`config.mk`:
```
export PLATFORM = sky130hd
export DESIGN_NAME = retrig_oneshot
export DESIGN_NICKNAME = d
export VERILOG_FILES = /design/src/rtl/oneshot_pkg.sv /design/src/rtl/oneshot_sync.sv /design/src/rtl/oneshot_trig.sv /design/src/rtl/oneshot_timer.sv /design/src/rtl/retrig_oneshot.sv
export SDC_FILE = /design/constraint.sdc
export NUM_CORES = 1
export LEC_CHECK = 0
export BUFFER_PORTS_ARGS = -buffer_cell sky130_fd_sc_hd__buf_2
export CAP_MARGIN = 20
export CORE_MARGIN = 3
export CORE_UTILIZATION = 43
export DETAILED_ROUTE_END_ITERATION = 6
export GPL_TIMING_DRIVEN = 0
export PLACE_DENSITY = 0.66
export SLEW_MARGIN = 20
export SYNTH_ARGS = -nofsm -noshare
export SYNTH_HDL_FRONTEND = slang
export SYNTH_SLANG_ARGS = --single-unit
```
`constraint.sdc`:
```
create_clock -name clk -period 6.3 [get_ports clk]
set_input_delay 0.63 -clock clk [delete_from_list [all_inputs] [get_ports clk]]
set_output_delay 0.63 -clock clk [all_outputs]
set_load 0.005 [all_outputs]
```
`src/rtl/oneshot_pkg.sv`:
```
package oneshot_pkg;
  typedef enum logic [1:0] {
    PH_IDLE = 2'd0,
    PH_DIS  = 2'd1,
    PH_CHG  = 2'd2
  } phase_t;
endpackage

```
`src/rtl/oneshot_sync.sv`:
```
module oneshot_sync #(
  parameter int WIDTH = 3,
  parameter int STAGES = 2,
  parameter logic [WIDTH-1:0] RST_VAL = '0
) (
  input  logic             clk,
  input  logic             rst,
  input  logic [WIDTH-1:0] d,
  output logic [WIDTH-1:0] q
);
  logic [WIDTH-1:0] stg [STAGES];

  for (genvar i = 0; i < STAGES; i++) begin : g_stage
    always_ff @(posedge clk) begin
      if (rst) stg[i] <= RST_VAL;
      else if (i == 0) stg[i] <= d;
      else stg[i] <= stg[(i == 0) ? 0 : i - 1];
    end
  end

  assign q = stg[STAGES-1];
endmodule

```
`src/rtl/oneshot_trig.sv`:
```
module oneshot_trig (
  input  logic clk,
  input  logic rst,
  input  logic a_n_s,
  input  logic b_s,
  input  logic clr_n_s,
  output logic trig,
  output logic clr_lvl
);
  logic a_prev, b_prev, clr_prev;
  logic a_fall, b_rise, clr_rise;

  always_ff @(posedge clk) begin
    if (rst) begin
      a_prev   <= 1'b1;
      b_prev   <= 1'b0;
      clr_prev <= 1'b1;
    end else begin
      a_prev   <= a_n_s;
      b_prev   <= b_s;
      clr_prev <= clr_n_s;
    end
  end

  assign a_fall   = a_prev & ~a_n_s;
  assign b_rise   = b_s & ~b_prev;
  assign clr_rise = clr_n_s & ~clr_prev;

  // three qualifying conditions
  assign trig = (~a_n_s & b_rise) | (b_s & a_fall) | (~a_n_s & b_s & clr_rise);
  assign clr_lvl = clr_n_s;
endmodule

```
`src/rtl/oneshot_timer.sv`:
```
module oneshot_timer
  import oneshot_pkg::*;
#(
  parameter int CNT_W = 8,
  parameter int CW = 8,
  parameter int DIS_LEN = 2
) (
  input  logic             clk,
  input  logic             rst,
  input  logic             trig,
  input  logic             clr_lvl,
  input  logic [CNT_W-1:0] width_cycles,
  output phase_t           phase,
  output logic [CW-1:0]    cnt
);
  localparam logic [CW-1:0] DIS_LAST = CW'(DIS_LEN - 1);

  logic [CW-1:0] chg_last;
  assign chg_last = (width_cycles == '0) ? '0 : CW'(width_cycles) - CW'(1);

  always_ff @(posedge clk) begin
    if (rst || !clr_lvl) begin
      phase <= PH_IDLE;
      cnt   <= '0;
    end else begin
      unique case (phase)
        PH_IDLE: begin
          if (trig) begin
            phase <= PH_DIS;
            cnt   <= '0;
          end
        end
        PH_DIS: begin
          // triggers are not looked at here
          if (cnt == DIS_LAST) begin
            phase <= PH_CHG;
            cnt   <= '0;
          end else begin
            cnt <= cnt + CW'(1);
          end
        end
        PH_CHG: begin
          if (trig) begin
            phase <= PH_DIS;
            cnt   <= '0;
          end else if (cnt >= chg_last) begin
            phase <= PH_IDLE;
            cnt   <= '0;
          end else begin
            cnt <= cnt + CW'(1);
          end
        end
        default: begin
          phase <= PH_IDLE;
          cnt   <= '0;
        end
      endcase
    end
  end
endmodule

```
`src/rtl/retrig_oneshot.sv`:
```
module retrig_oneshot
  import oneshot_pkg::*;
#(
  parameter int CNT_W = 8,
  parameter int DIS_LEN = 2,
  parameter int SYNC_STAGES = 2
) (
  input  logic             clk,
  input  logic             rst,
  input  logic             trig_a_n,
  input  logic             trig_b,
  input  logic             clr_n,
  input  logic [CNT_W-1:0] width_cycles,
  output logic             q,
  output logic             q_n
);
  localparam int DIS_W = $clog2(DIS_LEN + 1);
  localparam int CW = (CNT_W > DIS_W) ? CNT_W : DIS_W;

  logic [2:0] pins_s;
  logic       trig_hit;
  logic       clr_lvl;
  phase_t     phase;
  logic [CW-1:0] cnt;

  oneshot_sync #(
    .WIDTH(3), .STAGES(SYNC_STAGES), .RST_VAL(3'b101)
  ) u_sync (
    .clk(clk), .rst(rst),
    .d({clr_n, trig_b, trig_a_n}),
    .q(pins_s)
  );

  oneshot_trig u_trig (
    .clk(clk), .rst(rst),
    .a_n_s(pins_s[0]), .b_s(pins_s[1]), .clr_n_s(pins_s[2]),
    .trig(trig_hit), .clr_lvl(clr_lvl)
  );

  oneshot_timer #(
    .CNT_W(CNT_W), .CW(CW), .DIS_LEN(DIS_LEN)
  ) u_timer (
    .clk(clk), .rst(rst),
    .trig(trig_hit), .clr_lvl(clr_lvl),
    .width_cycles(width_cycles),
    .phase(phase), .cnt(cnt)
  );

  assign q   = (phase != PH_IDLE);
  assign q_n = ~q;
endmodule

```
# [Word-level counts from Yosys, hierarchy flattened]
# Memory sizes are Yosys's and may differ from the RTL's.
# Cells that the tools add are included.
[classes] n_lt_le_gt_ge=1 reduce_logical=6 bitwise_logic=15 eq_ne=6 add_sub_neg=2 muxes=16
[op_table] cell="two-way mux 8 bit" count=5
[op_table] cell="one-hot mux 8 bit (3 select lines)" count=1
[op_table] cell="adder 8 x 1 -> 8 bit, second input constant" count=1
[op_table] cell="== test 8 x 1 -> 1 bit, second input constant" count=1
[op_table] cell=">= comparator 8 bit" count=1
[op_table] cell="logical NOT 8 bit" count=1
[op_table] cell="two-way mux 2 bit" count=4
[op_table] cell="subtractor 8 x 1 -> 8 bit, second input constant" count=1
[op_table] cell="AND 1 bit" count=7
[op_table] cell="two-way mux 3 bit" count=2
[op_table] cell="one-hot mux 2 bit (3 select lines)" count=1
[op_table] cell="inverter 1 bit" count=4
[op_table] cell="bitwise OR 1 bit" count=4
[op_table] cell="two-way mux 1 bit" count=3
[op_table] cell="inequality test 3 x 2 -> 1 bit, second input constant" count=1
[op_table] cell="AND reduction 3 bit" count=1
[op_table] cell="== test 2 x 1 -> 1 bit, second input constant" count=1
[op_table] cell="== test 2 bit, second input constant" count=1
[op_table] cell="logical NOT 2 bit" count=1
[op_table] cell="inequality test 2 x 1 -> 1 bit, second input constant" count=1
[op_table] cell="inequality test 2 bit, second input constant" count=1
[op_table] cell="nonzero test 2 bit" count=1
[op_table] cell="logical NOT 1 bit" count=1
[op_table] cell="logical OR 1 bit" count=1
[word_totals] inputBits=13 ramBits=6 ff_bits=13 elab_cells=52 out_inout_bits=2 mem_count=1
[memory_table] memory="u_sync.stg" words=2 word_bits=3 read_ports=2 rd_ports_with_merged_regs=0 wr=2 line_no="oneshot_sync.sv:11" rtl="logic [WIDTH-1:0] stg [STAGES];"

# [Logic depth before layout (Yosys ltp)]
# Gate-level depths: netlist of the first run.
[logic_depth] depth_word=7 mapped_depth=12 mapped_depth_nobuf=12

# [Hierarchy]
# A second synthesis of the first run with hierarchy kept.
[hier_totals] cells_unflattened=136 area_unflattened_um2=1211.2
[modules_own_cells] mod="oneshot_timer" cells_per_inst=111 seq_area_each_um2=200.2 n_inst=1 area_per_inst_um2=937.1
[modules_own_cells] mod="oneshot_sync" cells_per_inst=12 seq_area_each_um2=120.1 n_inst=1 area_per_inst_um2=157.7
[modules_own_cells] mod="oneshot_trig" cells_per_inst=11 seq_area_each_um2=60.1 n_inst=1 area_per_inst_um2=106.4
[modules_own_cells] mod="retrig_oneshot" cells_per_inst=2 seq_area_each_um2=0.0 n_inst=1 area_per_inst_um2=10.0

# [Worst setup path after synthesis of the first run]
# Ideal clock, no wire load.
[synth_path] path_kind="input-to-reg" start="in width_cycles[0]" end="reg u_timer.cnt[1]" setup_ns=0.103 setup_slack_ns=3.384 n_path_buf=0 t_required_ns=6.197 arrival_ns=2.813 stages=12 path_cell_list="inv_1 ha_1 nand2_1 nor3_1 nand2b_1 and2_1 ha_1 nor2_1 a21oi_1 o41ai_2 a311oi_4 a2111oi_2"
[synth_via] elab_chain_cells=6 elab_cells_between_ends=7 cone_classes="add/sub (1); order compare (1); mux (4); reduce/logical (1)"
[synth_rtl] element="start: declaration" line_no="retrig_oneshot.sv:13" rtl="input logic [CNT_W-1:0] width_cycles,"
[synth_rtl] element="subtractor 8 x 1 -> 8 bit or logical NOT 8 bit (tied branches)" line_no="oneshot_timer.sv:19" rtl="assign chg_last = (width_cycles == '0) ? '0 : CW'(width_cycles) - CW'(1);"
[synth_rtl] element="two-way mux 8 bit *" line_no="oneshot_timer.sv:19"
[synth_rtl] element=">= comparator 8 bit *" line_no="oneshot_timer.sv:46" rtl="end else if (cnt >= chg_last) begin"
[synth_rtl] element="two-way mux 8 bit *" line_no="oneshot_timer.sv:46"
[synth_rtl] element="two-way mux 8 bit *" line_no="oneshot_timer.sv:43" rtl="if (trig) begin"
[synth_rtl] element="one-hot mux 8 bit (3 select lines) *" line_no="oneshot_timer.sv:26" rtl="unique case (phase)"
[synth_rtl] element="end signal: assignment" line_no="oneshot_timer.sv:39" rtl="cnt <= cnt + CW'(1);"
[synth_rtl] element="end signal: assignment" line_no="oneshot_timer.sv:50" rtl="cnt <= cnt + CW'(1);"
[synth_rtl] element="end: declaration" line_no="oneshot_timer.sv:14" rtl="output logic [CW-1:0] cnt"
# Every way passes the cells marked *; elsewhere a longest branch is shown, timed or not.
# A chain may end at the register's enable or synchronous reset.

# [Worst setup path in the final report of the first run]
# Same ends and word-level chain as after synthesis.

==> qor.txt, run 1 <==
Core area -> 2590 sq um
DRT met1 WL -> 1140 microns
Sequential area share after synthesis -> 31.2%
Overall power -> 0.232 mW
CP most frequent cell -> ha_1
Fin crit period -> 3.04 ns
Synth cell types -> 35
Syn nets -> 162
Area leader, netlist -> dfxtp_1
Largest stage delay, worst path -> 0.40 ns
Mean post-synth cell area -> 9.09 sq um
Clk Latency, worst-skew pair -> 0.30 ns
Root Buffer -> clkbuf_4
EDFF count, synth -> 0
Total leakage power -> 0.559 nW
Via density -> 5.13
#FFs+latches synth -> 19
Syn-to-layout area delta -> 11.3%
Async set or reset register ratio after synthesis -> 0%
I/O pin total -> 15
Initial Util -> 47.1%
Postcts setup bufs -> 0
Clock skew -> 0.00744 ns
Die footprint -> 3510 sq um
Arrival time worst endpoint -> 3.25 ns
Cell Chain, Critical Path -> buf_2, inv_1, ha_1, nand2_1, nor3_1, nand2b_1, and2_1, ha_1, nor2_1, a21oi_1, o41ai_2, a311oi_4, a2111oi_2
Status -> complete, no violations
Worst-margin pin slew -> 0.624 ns
Fin nets -> 181
DR top layer -> met4
Drc violations -> 0
Post-DP HPWL -> 1730 microns
First-pass GRT wire length -> 3710 microns
CTS tree -> yes
Total Routing Usage GR -> 14.0%
Startpoint Class -> input port
Setup violations, final -> 0
Share of the synthesized area in the top cell type -> 31.2%
Antenna cells -> 0
Aggregate global routing overflow -> 0
Synth warn -> 0
Most used DFF post-synth -> dfxtp_1
Relative max-transition margin -> 58.4%
Clock Tree Buf Depth -> 2
WL final -> 2200 microns
Largest net degree at the start of global routing -> 13
CP max-delay cell -> a2111oi_2
Crit-path max FO -> 10
Cts repair resizes -> 0
Final Util -> 52.4%
WL per Instance -> 12.1 microns
Most common cell in the synthesized netlist -> dfxtp_1
Metal3 WL -> 83 microns
CTS Hold Bufs -> 0
RD Place Congestion -> 0.786
CP delay by family, top -> compound AO/OA/AOI/OAI gates
Slew Limit Fails -> 0
H-tree levels -> 1
Row count -> 18
Synth Instances -> 134
Setup crit end kind -> register
Port bufs -> 14
Vias in the first global route -> 841
Die Span Y -> 59.2 microns
Initial antenna violation count -> 0
Hold Fails Final Rpt -> 0
Via count -> 933
Worst IR Drop VDD -> 0.132 mV
Iteration-0 DRC Markers -> 43
Hold Path Class -> reg2reg
Largest cells by area after synthesis -> dfxtp_1 (31%), ha_1 (15%), nand2_1 (5.2%)
Layout cells sized above 1 -> 21.7%
Synth top cells by count -> dfxtp_1 (19), nand2_1 (17), ha_1 (15)
Num CTS Buffers -> 3
Detail Route Antenna Nets -> 0
Peak Freq -> 0.329 GHz
Pwr dens -> 171 nW/um^2
TNS Setup -> 0 ns
Period utilization -> 48.2%
Drt pass-1 iters -> 4
DR WL met2 -> 957 microns
Post-synthesis instance area -> 1220 sq um
Unrepaired setup endpoints after global routing -> false
Max Cap Viol -> 0
Clk sinks -> 19
CP Buf/Inv Count -> 2
Worst Path Required -> 6.51 ns
DIE WIDTH -> 59.2 microns
Critical path class -> in2reg
Clock transition at path regs -> 0.12 ns
-- final cells by class --
type	count	area [sq um]
Clock inverter	1	7.51
Buffer	1	3.75
Fill cell	247	1230
Clock buffer	3	22.5
Timing Repair Buffer	14	70.1
Sequential cell	19	380
Tap cell	30	37.5
Inverter	12	45.0
Multi-Input combinational cell	102	790
-- per-layer routing --
| layer | global-route usage [%] | vias up |
|---|---|---|
| met5 | 0 | - |
| met4 | 3.88 | 0 |
| met3 | 4.58 | 5 |
| met2 | 20.9 | 9 |
| met1 | 19.1 | 418 |
| li1 | - | 501 |
-- per-stage QoR --
stage / instances / setup WS, ns / hold slack (ns) / instance area [sq um]
2_1_floorplan: 134 / 3.38 / 0.389 / 1220
5_1_grt: 182 / 3.00 / 0.437 / 1360
4_1_cts: 182 / 3.28 / 0.434 / 1360
3_3_place_gp: 178 / 3.04 / 0.393 / 1330
6_report: 182 / 3.26 / 0.427 / 1360
3_5_place_dp: 178 / 2.96 / 0.397 / 1330
-- worst paths after layout --
path,endpoint,slack [ns],from,cells after the start
worst max-delay path,u_timer.cnt[1],3.26,width_cycles[0],13
worst min-delay path,u_sync.stg[1][0],0.43,u_sync.stg[0][0],1
worst max register to register,u_timer.cnt[1],4.24,u_timer.cnt[0],7
worst min register to register,u_sync.stg[1][0],0.43,u_sync.stg[0][0],1
-- sequential cells by signal, summed over array words and instances (netlist names) --
name	count
u_trig.b_prev	1
u_timer.cnt	8
u_trig.clr_prev	1
u_trig.a_prev	1
u_sync.stg	6
u_timer.phase	2
-- kinds of logic after synthesis --
kind of cell,share of synthesized area [%]
flip-flops,31.2
AO/OA/AOI/OAI,18.0
multiplexers,2.46
adder cells (fa/ha/maj),15.4
XOR/XNOR,6.47
AND/OR/NAND/NOR,22.5
buffers and inverters,4.00
-- power breakdown --
part           internal (mW)  switching, mW
registers              0.124        0.00254
clock network         0.0242         0.0398
logic                 0.0181         0.0232
total                  0.166         0.0655
-- cell usage in the layout (no fill, tap or decap), drive strengths merged, types with 5 or more instances in the layout --
cell,netlist,final
ha,15,15
nor3,10,10
dfxtp,19,19
nand2,17,17
xnor2,7,7
nor2b,5,5
inv,12,12
a21oi,5,5
buf,0,14
or2,6,6
Power figures use the tool's default switching activity.
==> run 2: changes to the inputs <==
--- a/config.mk
+++ b/config.mk
@@ -11,7 +11,7 @@
 export CORE_UTILIZATION = 43
 export DETAILED_ROUTE_END_ITERATION = 6
 export GPL_TIMING_DRIVEN = 0
-export PLACE_DENSITY = 0.66
+export PLACE_DENSITY = 0.68
 export SLEW_MARGIN = 20
 export SYNTH_ARGS = -nofsm -noshare
 export SYNTH_HDL_FRONTEND = slang
==> constraint.sdc (replaced) <==
create_clock -name clk -period 2.5 [get_ports clk]
set_input_delay 0.25 -clock clk [delete_from_list [all_inputs] [get_ports clk]]
set_output_delay 0.25 -clock clk [all_outputs]
set_load 0.005 [all_outputs]
==> qor.txt, run 2 (synthesized netlist as in run 1, its figures left out) <==
Seq. cell area -> 380 sq um (unchanged)
Setup crit end kind -> register (unchanged)
Place WS -> -0.446 ns (was 2.96 ns)
Multi-input gate area -> 868 sq um (was 790 sq um)
Worst IR Drop VDD -> 0.453 mV (was 0.132 mV)
Pwr dens -> 415 nW/um^2 (was 171 nW/um^2)
Clock transition at path regs -> 0.12 ns (about the same)
Total leakage power -> 0.588 nW (was 0.559 nW)
Initial antenna violation count -> 0 (unchanged)
Fin nets -> 186 (was 181)
WL per Instance -> 12.9 microns (was 12.1 microns)
Overall power -> 0.608 mW (was 0.232 mW)
Via count -> 1004 (was 933)
Top reg by flops -> u_timer.cnt (unchanged)
Status -> complete, no violations (unchanged)
Root Buffer -> clkbuf_4 (unchanged)
Worst-margin pin slew -> 0.747 ns (was 0.624 ns)
Slew Limit Fails -> 0 (unchanged)
Period utilization -> 95.3%
First-pass GRT wire length -> 3720 microns (was 3710 microns)
Hold Path Class -> in2reg (was reg2reg)
CTS Hold Bufs -> 0 (unchanged)
Clock skew -> 0.00437 ns (was 0.00744 ns)
Drc violations -> 0 (unchanged)
Max Cap Viol -> 0 (unchanged)
Detail Route Antenna Nets -> 0 (unchanged)
Post-DP HPWL -> 1710 microns (was 1730 microns)
Crit-path max FO -> 6 (was 10)
Commonest cells after routing, fill and taps aside -> dfxtp_1 (19), nand2_1 (16), ha_1 (14), buf_2 (14), inv_1 (10) (was dfxtp_1 (19), nand2_1 (17), ha_1 (15))
Commonest non-fill, non-tap cell in the layout -> dfxtp_1 (unchanged)
Core area -> 2590 sq um (unchanged)
Num CTS Buffers -> 3 (unchanged)
WL final -> 2400 microns (was 2200 microns)
Total Routing Usage GR -> 13.9% (was 14.0%)
Port bufs -> 14 (unchanged)
Clk Latency, worst-skew pair -> 0.31 ns (was 0.30 ns)
Hold Fails Final Rpt -> 0 (unchanged)
Arrival time worst endpoint -> 2.64 ns (was 3.25 ns)
Startpoint Class -> input port (unchanged)
Syn-to-layout area delta -> 20.2% (was 11.3%)
DIE WIDTH -> 59.2 microns (unchanged)
Antenna cells -> 0 (unchanged)
Iteration-0 DRC Markers -> 41 (was 43)
Die footprint -> 3510 sq um (unchanged)
Max reg flops -> 8 (unchanged)
RD Place Congestion -> 0.765 (was 0.786)
Via density -> 5.37 (was 5.13)
Design area -> 1470 sq um (was 1360 sq um)
Biggest registers after layout -> u_timer.cnt x8, u_sync.stg x6, u_timer.phase x2 (unchanged)
Clk sinks -> 19 (unchanged)
Critical path class -> in2reg (unchanged)
Peak Freq -> 0.420 GHz
Slack of the critical path -> 0.118 ns (was 3.26 ns)
Fin crit period -> 2.38 ns
Row count -> 18 (unchanged)
Worst Path Required -> 2.75 ns (was 6.51 ns)
Die Span Y -> 59.2 microns (unchanged)
Initial Util -> 47.1% (unchanged)
Aggregate global routing overflow -> 0 (unchanged)
Relative max-transition margin -> 49.8% (was 58.4%)
Layout cells sized above 1 -> 29.3% (was 21.7%)
Fillers -> 233 (was 247)
WHS -> 0.112 ns (was 0.427 ns)
Drt pass-1 iters -> 4 (unchanged)
Clock Tree Buf Depth -> 2 (unchanged)
Setup violations, final -> 0 (unchanged)
Area after DPL -> 1330 sq um (unchanged)
Vias in the first global route -> 853 (was 841)
Largest net degree at the start of global routing -> 13 (unchanged)
H-tree levels -> 1 (unchanged)
I/O pin total -> 15 (unchanged)
CTS tree -> yes (unchanged)
==> run 2: final timing paths <==
kind,endpoint,startpoint,slack (ns),cells past startpoint
setup reg to reg,u_timer.phase[1],u_timer.cnt[5],0.47,7
setup / recovery,u_timer.phase[1],width_cycles[4],0.12,13
hold reg to reg,u_sync.stg[1][2],u_sync.stg[0][2],0.42,1
hold / removal,u_sync.stg[0][0],trig_a_n,0.11,2
==> run 2: worst max-delay path, cell delays in order <==
cell	delay, ns
buf_2	0.14
nor3_4	0.22
nand2_2	0.09
nor3_2	0.19
nand2b_1	0.16
and2_1	0.18
ha_1	0.27
nor2_1	0.04
a21oi_2	0.16
o41ai_4	0.09
buf_4	0.17
a311oi_4	0.44
mux2i_1	0.23
==> run 2: metal layers <==
layer	part of all wire [%]	GRT usage [%]	vias up
li1	-	-	515
met1	48	19.1	469
met2	49	21.2	17
met3	2.5	2.61	3
met4	1.4	5.83	0
met5	0	0	-
==> run 2: report_power, final <==
group	internal, mW	switching (mW)
clock	0.0611	0.109
combinational	0.0523	0.0671
sequential	0.312	0.00671
total	0.426	0.182
==> run 2: final cells by class <==
class,instances,area share (%)
plain buffers,1,0.256
inverters,12,3.07
well taps,30,2.56
clock buffers,3,1.54
repair buffers,18,6.83
clock inverters,1,0.512
multi-input cells,103,59.3
flip-flops and latches,19,26.0
==> run 2: what timing repair did <==
item | CTS | global route
resized for setup | 3 | 9
endpoints found under the setup margin | 4 | 10
pin swaps | 2 | 7
buffers inserted | 0 | 4
hold endpoints to repair | 0 | 0
cloned | 0 | 1
==> run 2: stage by stage <==
step,std cells,TNS (ns),util [%]
5_1_grt,187,-0.129,56.6
3_3_place_gp,178,-2.84,51.2
2_1_floorplan,134,0,-
3_5_place_dp,178,-3.41,51.2
4_1_cts,182,0,53.0
6_report,187,0,56.6
==> run 3: changes to the inputs <==
--- a/config.mk
+++ b/config.mk
@@ -7,11 +7,12 @@
 export LEC_CHECK = 0
 export BUFFER_PORTS_ARGS = -buffer_cell sky130_fd_sc_hd__buf_2
 export CAP_MARGIN = 20
+export CORE_ASPECT_RATIO = 1.75
 export CORE_MARGIN = 3
-export CORE_UTILIZATION = 43
+export CORE_UTILIZATION = 42
 export DETAILED_ROUTE_END_ITERATION = 6
 export GPL_TIMING_DRIVEN = 0
-export PLACE_DENSITY = 0.68
+export PLACE_DENSITY = 0.67
 export SLEW_MARGIN = 20
 export SYNTH_ARGS = -nofsm -noshare
 export SYNTH_HDL_FRONTEND = slang
==> qor.txt, run 3 (synthesized netlist as in run 1, its figures left out) <==
Row count -> 25 (was 18)
Commonest cells after routing, fill and taps aside -> dfxtp_1 (19), nand2_1 (13), buf_2 (12) (was dfxtp_1 (19), nand2_1 (16), ha_1 (14), buf_2 (14), inv_1 (10))
Fin crit period -> 2.50 ns (was 2.38 ns)
Clock transition at path regs -> 0.07 ns (was 0.12 ns)
Top reg by flops -> u_timer.cnt (unchanged)
Arrival time worst endpoint -> 2.66 ns (was 2.64 ns)
CP max-delay cell -> a2111oi_2 (was a311oi_4)
Critical path class -> in2reg (unchanged)
Overall power -> 0.686 mW (was 0.608 mW)
Unrepaired setup endpoints after global routing -> true
Gate power share -> 22.7% (was 19.6%)
Layout Cells excl Fill -> 190 (was 187)
Switch Pwr -> 0.191 mW (was 0.182 mW)
Detail Route Antenna Nets -> 0 (unchanged)
Design internal power -> 0.495 mW (was 0.426 mW)
Iteration-0 DRC Markers -> 13 (was 41)
FF-to-FF setup slack -> 0.42 ns (was 0.47 ns)
Sequential power share -> 46.6% (was 52.5%)
Cell Chain, Critical Path -> buf_4, nor3_4, nand2_4, nor3_4, nand2b_1, buf_6, buf_4, nand2_4, ha_4, o211ai_1, a21oi_2, o41ai_4, buf_4, a311oi_4, a2111oi_2 (was buf_2, nor3_4, nand2_2, nor3_2, nand2b_1, and2_1, ha_1, nor2_1, a21oi_2, o41ai_4, buf_4, a311oi_4, mux2i_1)
Clock skew -> 0.00165 ns (was 0.00437 ns)
Drc violations -> 0 (unchanged)
Sw Share -> 27.8% (was 30.0%)
Worst IR Drop VDD -> 0.366 mV (was 0.453 mV)
Die Span Y -> 77.3 microns (was 59.2 microns)
Largest net degree at the start of global routing -> 12 (was 13)
Commonest non-fill, non-tap cell in the layout -> dfxtp_1 (unchanged)
Initial Util -> 44.3% (was 47.1%)
Num CTS Buffers -> 3 (unchanged)
Largest stage delay, worst path -> 0.37 ns (was 0.44 ns)
Final Util -> 61.2% (was 56.6%)
Multi-input gate area -> 1010 sq um (was 868 sq um)
Die footprint -> 3610 sq um (was 3510 sq um)
Setup crit end kind -> register (unchanged)
Layout cells sized above 1 -> 42.9% (was 29.3%)
Slack of the critical path -> -0.00384 ns (was 0.118 ns)
Worst Path Required -> 2.66 ns (was 2.75 ns)
Crit-path max FO -> 5 (was 6)
WL final -> 2830 microns (was 2400 microns)
Antenna cells -> 0 (unchanged)
CTS Hold Bufs -> 0 (unchanged)
CP most frequent cell -> buf_4
Worst-margin pin slew -> 0.648 ns (was 0.747 ns)
Status -> finished, violations left (was complete, no violations)
Fillers -> 240 (was 233)
H-tree levels -> 1 (unchanged)
CTS tree -> yes (unchanged)
Biggest registers after layout -> u_timer.cnt x8, u_sync.stg x6, u_timer.phase x2 (unchanged)
CP Buf/Inv Count -> 4 (was 2)
Peak Freq -> 0.399 GHz (was 0.420 GHz)
Pwr dens -> 408 nW/um^2 (was 415 nW/um^2)
RD Place Congestion -> 0.734 (was 0.765)
Clk Latency, worst-skew pair -> 0.25 ns (was 0.31 ns)
Syn-to-layout area delta -> 38.2% (was 20.2%)
Post-DP HPWL -> 1940 microns (was 1710 microns)
Root Buffer -> clkbuf_8 (was clkbuf_4)
I/O pin total -> 15 (unchanged)
Via count -> 1048 (was 1004)
CP delay by family, top -> compound AO/OA/AOI/OAI gates (was simple AND/OR/NAND/NOR gates)
Vias in the first global route -> 1044 (was 853)
Drt pass-1 iters -> 4 (unchanged)
Aggregate global routing overflow -> 0 (unchanged)
Period utilization -> 100% (was 95.3%)
Slew Limit Fails -> 0 (unchanged)
Relative max-transition margin -> 56.4% (was 49.8%)
Clock Power Share -> 30.7% (was 27.9%)
Fin nets -> 192 (was 186)
Startpoint Class -> input port (unchanged)
Port bufs -> 14 (unchanged)
Setup violations, final -> 1 (was 0)
Seq. cell area -> 380 sq um (unchanged)
WL per Instance -> 14.9 microns (was 12.9 microns)
Initial antenna violation count -> 0 (unchanged)
First-pass GRT wire length -> 4430 microns (was 3720 microns)
Via density -> 5.52 (was 5.37)
Placed cells -> 175 (was 178)
Total leakage power -> 0.667 nW (was 0.588 nW)
Max Cap Viol -> 0 (unchanged)
Clk sinks -> 19 (unchanged)
Hold Path Class -> in2reg (unchanged)
Hold Fails Final Rpt -> 0 (unchanged)
DIE WIDTH -> 46.7 microns (was 59.2 microns)
Clock Tree Buf Depth -> 2 (unchanged)
Max reg flops -> 8 (unchanged)
Total Routing Usage GR -> 16.8% (was 13.9%)
Core area -> 2750 sq um (was 2590 sq um)
Failing checks -> setup timing
==> run 3: cell count changes in the layout (fill, tap and decap cells not counted), moves of 2 or more <==
cell and delta:
ha_1 -5, ha_4 +5, buf_4 +4, buf_6 +4, nand2_4 +4, clkbuf_4 -3
clkbuf_8 +3, nand2_1 -3, nor3_1 -3, buf_2 -2, nor2_1 -2, nor2_2 +2
nor3_2 +2
==> run 3: stage by stage <==
stage	TNS [ns]	area, sq um	hold slack (ns)	worst slack, ns
after floorplan	0	1220	0.322	0.0146
after global routing	-0.589	1680	0.173	-0.130
after detailed placement	-4.49	1320	0.401	-0.498
final	-0.00384	1680	0.173	-0.00384
after CTS	0	1450	0.166	0.00131
after global placement	-3.68	1320	0.394	-0.402
==> run 3: timing repair <==
action,in CTS,in global routing
buffers inserted,3,8
gates resized for setup,8,35
cloned,1,0
endpoints found under the setup margin,10,10
pin swaps,6,17
hold endpoints to repair,0,0
==> run 3: per-layer routing <==
layer,GRT usage (%),up-vias,part of all wire (%)
li1,-,524,-
met1,16.0,484,32
met2,30.7,26,60
met3,2.58,14,3.2
met4,9.70,0,5.2
met5,0,-,0
==> run 3: final cells by class <==
| cell class | instances | area share [%] |
|---|---|---|
| well taps | 27 | 2.01 |
| clock buffers | 3 | 2.45 |
| flip-flops and latches | 19 | 22.6 |
| inverters | 12 | 2.67 |
| repair buffers | 24 | 9.81 |
| plain buffers | 1 | 0.223 |
| multi-input cells | 103 | 60.0 |
| clock inverters | 1 | 0.297 |
==> run 3: power groups by stage <==
stage,Sequential (mW),Clock (mW),Combinational [mW]
after floorplan,0.324,0,0.0720
after global placement,0.326,0,0.101
after detailed placement,0.326,0,0.105
after CTS,0.319,0.222,0.121
after global routing,0.320,0.232,0.172
final,0.320,0.211,0.156
==> run 3: worst paths after layout <==
kind / from / endpoint / cells after the start
max: width_cycles[3] / u_timer.cnt[1] / 15
min: trig_a_n / u_sync.stg[0][0] / 2
max reg2reg: u_timer.cnt[5] / u_timer.cnt[1] / 6
min reg2reg: u_sync.stg[0][0] / u_sync.stg[1][0] / 1
